<file path="src/rtl/tmr_presc_share.sv">
module tmr_presc_share #(
  parameter int DIV_W = 10
) (
  input  logic       clk,
  input  logic       rst_n,
  input  logic       reg_we,
  input  logic [7:0] reg_wdata,
  output logic [7:0] reg_rdata,
  input  logic [2:0] cs_a,
  input  logic [2:0] cs_b,
  input  logic       ext_a,
  input  logic       ext_b,
  output logic       tick_a,
  output logic       tick_b,
  output logic       hold_aux
);
  localparam logic [7:0] WMASK = 8'h83;

  logic [7:0]       ctl;
  logic [DIV_W-1:0] cnt;
  logic             hold_main;
  logic [5:0]       pre;

  assign hold_main = ctl[0];
  assign hold_aux  = ctl[1];
  assign reg_rdata = ctl;

  always_ff @(posedge clk or negedge rst_n)
    if (!rst_n)      ctl <= '0;
    else if (reg_we) ctl <= reg_wdata & WMASK;
    else             ctl <= {ctl[7], 5'b0, ctl[1:0] & {2{ctl[7]}}};

  always_ff @(posedge clk or negedge rst_n)
    if (!rst_n)         cnt <= '0;
    else if (hold_main) cnt <= '0;
    else                cnt <= cnt + 1'b1;

  assign pre[0] = 1'b0;
  assign pre[1] = !hold_main;
  assign pre[2] = !hold_main && (&cnt[2:0]);
  assign pre[3] = !hold_main && (&cnt[5:0]);
  assign pre[4] = !hold_main && (&cnt[7:0]);
  assign pre[5] = !hold_main && (&cnt[9:0]);

  logic [1:0] pin;
  logic [2:0] sel [2];
  logic [1:0] tick;
  assign pin    = {ext_b, ext_a};
  assign sel[0] = cs_a;
  assign sel[1] = cs_b;

  for (genvar t = 0; t < 2; t++) begin : g_tmr
    logic [2:0] sy;
    logic       rise, fall;
    always_ff @(posedge clk or negedge rst_n)
      if (!rst_n) sy <= '0;
      else        sy <= {sy[1:0], pin[t]};
    assign rise = sy[1] && !sy[2];
    assign fall = !sy[1] && sy[2];
    always_comb
      case (sel[t])
        3'd6:    tick[t] = fall;
        3'd7:    tick[t] = rise;
        default: tick[t] = pre[sel[t]];
      endcase
  end

  assign tick_a = tick[0];
  assign tick_b = tick[1];
endmodule

</file>
<file path="config.mk">
export PLATFORM = sky130hd
export DESIGN_NAME = tmr_presc_share
export DESIGN_NICKNAME = d
export VERILOG_FILES = /design/src/rtl/tmr_presc_share.sv
export SDC_FILE = /design/constraint.sdc
export NUM_CORES = 1
export LEC_CHECK = 0
export ABC_CLOCK_PERIOD_IN_PS = 1450
export CAP_MARGIN = 20
export CELL_PAD_IN_SITES_DETAIL_PLACEMENT = 0
export CELL_PAD_IN_SITES_GLOBAL_PLACEMENT = 1
export CORE_MARGIN = 3
export CORE_UTILIZATION = 47
export CTS_BUF_LIST = sky130_fd_sc_hd__clkbuf_4
export CTS_CLUSTER_DIAMETER = 150
export CTS_CLUSTER_SIZE = 8
export DETAILED_ROUTE_END_ITERATION = 16
export DONT_BUFFER_PORTS = 1
export PLACE_DENSITY_LB_ADDON = 0.1
export SLEW_MARGIN = 20
export SYNTH_ARGS = -nofsm -noshare
export SYNTH_HDL_FRONTEND = slang
export SYNTH_SLANG_ARGS = --single-unit
</file>
<file path="constraint.sdc">
create_clock -name clk -period 1.45 [get_ports clk]
set_clock_uncertainty 0.15 [all_clocks]
set_input_delay 0.0725 -clock clk [delete_from_list [all_inputs] [get_ports clk]]
set_output_delay 0.0725 -clock clk [all_outputs]
set_load 0.01 [all_outputs]
</file>
==> flow_summary_export.csv <==
group,metric,value,unit
run_status,status,"complete, but fails checks",
run_status,violations,"setup timing",
power_and_ir_drop,p_int,0.802,mW
sta,setup_slack,-191,ps
worst_setup_path,endpoint_kind,"output port",
route,routedWlPerCell,12.4,µm
synthesis,ys_ff_latch,19,
route,via_per_inst,5.11,
route,wl,1640,µm
power_and_ir_drop,p_switching,0.318,mW
clock_tree,cts.reportedPaths.clkPinSlew,110,ps
sta,rsz0062_at_grt,"true",
worst_setup_path,critPathRequiredTime,1230,ps
finish,nets,129,
floorplanning,die_h,49.8,µm
route,first_pass_iters,4,
finish,drive_gt1_share,28.0,%
floorplanning,initial_core_util,51.1,%
sta,min_period_over_period,113,%
placed_design,portBuffers,0,
synthesis,synth-simple-area-share,26.1,%
synthesis,synth_mux_area_share,1.25,%
finish,regArea,477,µm²
floorplanning,dieArea,2480,µm²
synthesis,synthCells,91,
route,wl_met2,789,µm
finish,multi_input_area,485,µm²
synthesis,ys_seq_area_share,52.7,%
sta,layout_min_cycle_time,1640,ps
synthesis,syn_area_per_cell,9.91,µm²
route,vias,674,
route,drcViolationCount,0,
finish,n_fill_cell,163,
worst_setup_path,cp-start-kind,"flop",
sta,setup_viol,7,
sta,worst_pin_slew,827,ps
power_and_ir_drop,peakVddDrop,682,µV
power_and_ir_drop,leakage,0.526,nW
sta,setup_tns,-827,ps
placed_design,place_area,921,µm²
worst_setup_path,cp_data_arrival_time,1420,ps
synthesis,synthFlopType,"dfrtp_1",
route,top_layer,"met4",
clock_tree,cts.sinks,19,
sta,finalMaxSlewViolations,0,
finish,n_antenna_cell,0,
flow_run,max_cap_violations,0,
placed_design,place_congestion,0.688,
clock_tree,clk_latency,300,ps
power_and_ir_drop,combPwrFrac,18.2,%
power_and_ir_drop,switching_share,28.4,%
synthesis,synth-adder-area-share,2.77,%
sta,max_freq,609,MHz
clock_tree,clock_path_buffers,2,
finish,syn2layout_area_growth,28.7,%
clock_tree,htreeDepth,1,
power_and_ir_drop,p_seq_share,57.5,%
power_and_ir_drop,clockPowerShare,24.3,%
global_routing,grt_pass1_vias,686,
placed_design,dpl.hpwl,1120,µm
finish,final_core_util,65.8,%
synthesis,synth_edf_count,0,
synthesis,yosysWarnings,0,
clock_tree,cts_buffers,3,
global_routing,overflow,0,
global_routing,grt_usage,15.1,%
worst_setup_path,cp_max_fo,5,
route,m1WireLength,729,µm
synthesis,synth_compound_area_share,4.44,%
finish,final_cell_area,1160,µm²
clock_tree,cts_tree,"yes",
hold_path,hold_class,"primary input to async pin",
synthesis,synth_xor_area_share,6.80,%
synthesis,ys_types,24,
global_routing,antenna_found_initial,0,
synthesis,syn_area,902,µm²
global_routing,grt_pass1_wl,2870,µm
floorplanning,die_w,49.8,µm
route,dr_wl_met3,103,µm
synthesis,postSynth.asyncResetShare,100,%
floorplanning,fp.coreArea,1760,µm²
synthesis,synth_top_family_by_area,"simple AND/OR/NAND/NOR gates",
power_and_ir_drop,p_per_area,964,nW/µm²
sta,relSlewSlack,44.7,%
clock_tree,clockRootBuffer,"clkbuf_4",
floorplanning,ios,30,
power_and_ir_drop,p_total,1.12,mW
route,postRouteAntennaNets,0,
route,drt-initial-drc-count,3,
floorplanning,std_cell_rows,15,
global_routing,grt_max_degree,20,
worst_setup_path,critical_path_class,"flop to output port",
sta,hold_viol_final,0,
==> flip-flops by register name, indices dropped and copies added, names as in the netlist <==
name       cells
cnt           10
g_tmr.sy       6
reg_rdata      3
==> final timing paths <==
path                                   to      startpoint  slack [ps]  cells after the start
max                                tick_b          cnt[0]        -190                      6
min reg2reg                g_tmr[0].sy[1]  g_tmr[0].sy[0]         210                      0
min                        g_tmr[1].sy[2]           rst_n         150                      1
max reg2reg                        cnt[7]          cnt[0]        -110                      7
min in group clk                   tick_a         cs_a[2]         150                      3
max in group asynchronous          cnt[2]           rst_n         430                      1
==> per-layer routing <==
| metal | track usage [%] | vias to the layer above |
|---|---|---|
| li1 | - | 326 |
| met1 | 19.3 | 322 |
| met2 | 24.9 | 24 |
| met3 | 2.72 | 2 |
| met4 | 6.91 | 0 |
| met5 | 0 | - |
==> cell type report <==
| type | instances | share of cell area, % |
|---|---|---|
| Sequential cell | 19 | 41.1 |
| Tap cell | 25 | 2.69 |
| Multi-Input combinational cell | 69 | 41.8 |
| Clock buffer | 3 | 1.94 |
| Timing Repair Buffer | 15 | 11.9 |
| Clock inverter | 1 | 0.647 |
==> cell families after synthesis <==
group           count (synthesis)
mux                             1
buf+inv                         7
flops                          19
simple gates                   46
compound gates                  8
fa+ha+maj                       2
other cells                     1
xor+xnor                        7
==> worst max-delay path, cell delays in order, from the launching register on <==
cell     delay, ps
dfrtp_1        410
ha_4           170
buf_6          100
nand2_4         50
nor2_4         150
nand4_1        130
nand3_2        120
==> stage by stage <==
| stage | instances | setup WS (ps) | hold WS [ps] |
|---|---|---|---|
| floorplan | 95 | 76.4 | -373 |
| global placement | 116 | 32.5 | -373 |
| detailed placement | 116 | -2.80 | -373 |
| CTS | 130 | -202 | 145 |
| global route | 132 | -270 | 169 |
| finish | 132 | -191 | 152 |
==> power by group through the flow <==
| stage | Sequential (mW) | Combinational, mW | Clock (mW) |
|---|---|---|---|
| after floorplan | 0.630 | 0.107 | 0 |
| after global placement | 0.637 | 0.128 | 0 |
| after detailed placement | 0.641 | 0.130 | 0 |
| after CTS | 0.644 | 0.200 | 0.280 |
| after global routing | 0.654 | 0.243 | 0.301 |
| final | 0.644 | 0.204 | 0.272 |
==> cells in the final DEF, fill, tap and decap left out, types with 3 or more instances in the layout <==
| master | count |
|---|---|
| buf_4 | 6 |
| xor2_1 | 5 |
| dlygate4sd3_1 | 7 |
| nor2_1 | 8 |
| nand3_1 | 3 |
| clkbuf_4 | 3 |
| conb_1 | 5 |
| nand4_1 | 4 |
| nand3_2 | 3 |
| o21ai_0 | 4 |
| dfrtp_1 | 18 |
| nand2_1 | 12 |
==> timing repair <==
action | CTS | global route
hold endpoints to repair | 24 | 0
pin swaps | 8 | 12
setup endpoints to repair | 2 | 8
gates resized for setup | 17 | 6
hold buffers | 7 | 0
setup buffers | 3 | 3
==> cells in the mapped netlist (4+ instances only) <==
cell / count / area [µm²]
dfrtp_1: 19 / 475
nand2_1: 13 / 48.8
nor2_1: 8 / 30.0
buf_4: 6 / 45.0
o21ai_0: 6 / 30.0
nand3_1: 5 / 25.0
xor2_1: 5 / 43.8
nand4_1: 4 / 25.0
nor3_1: 4 / 20.0
Note: power is estimated with default switching activity, not from simulation.
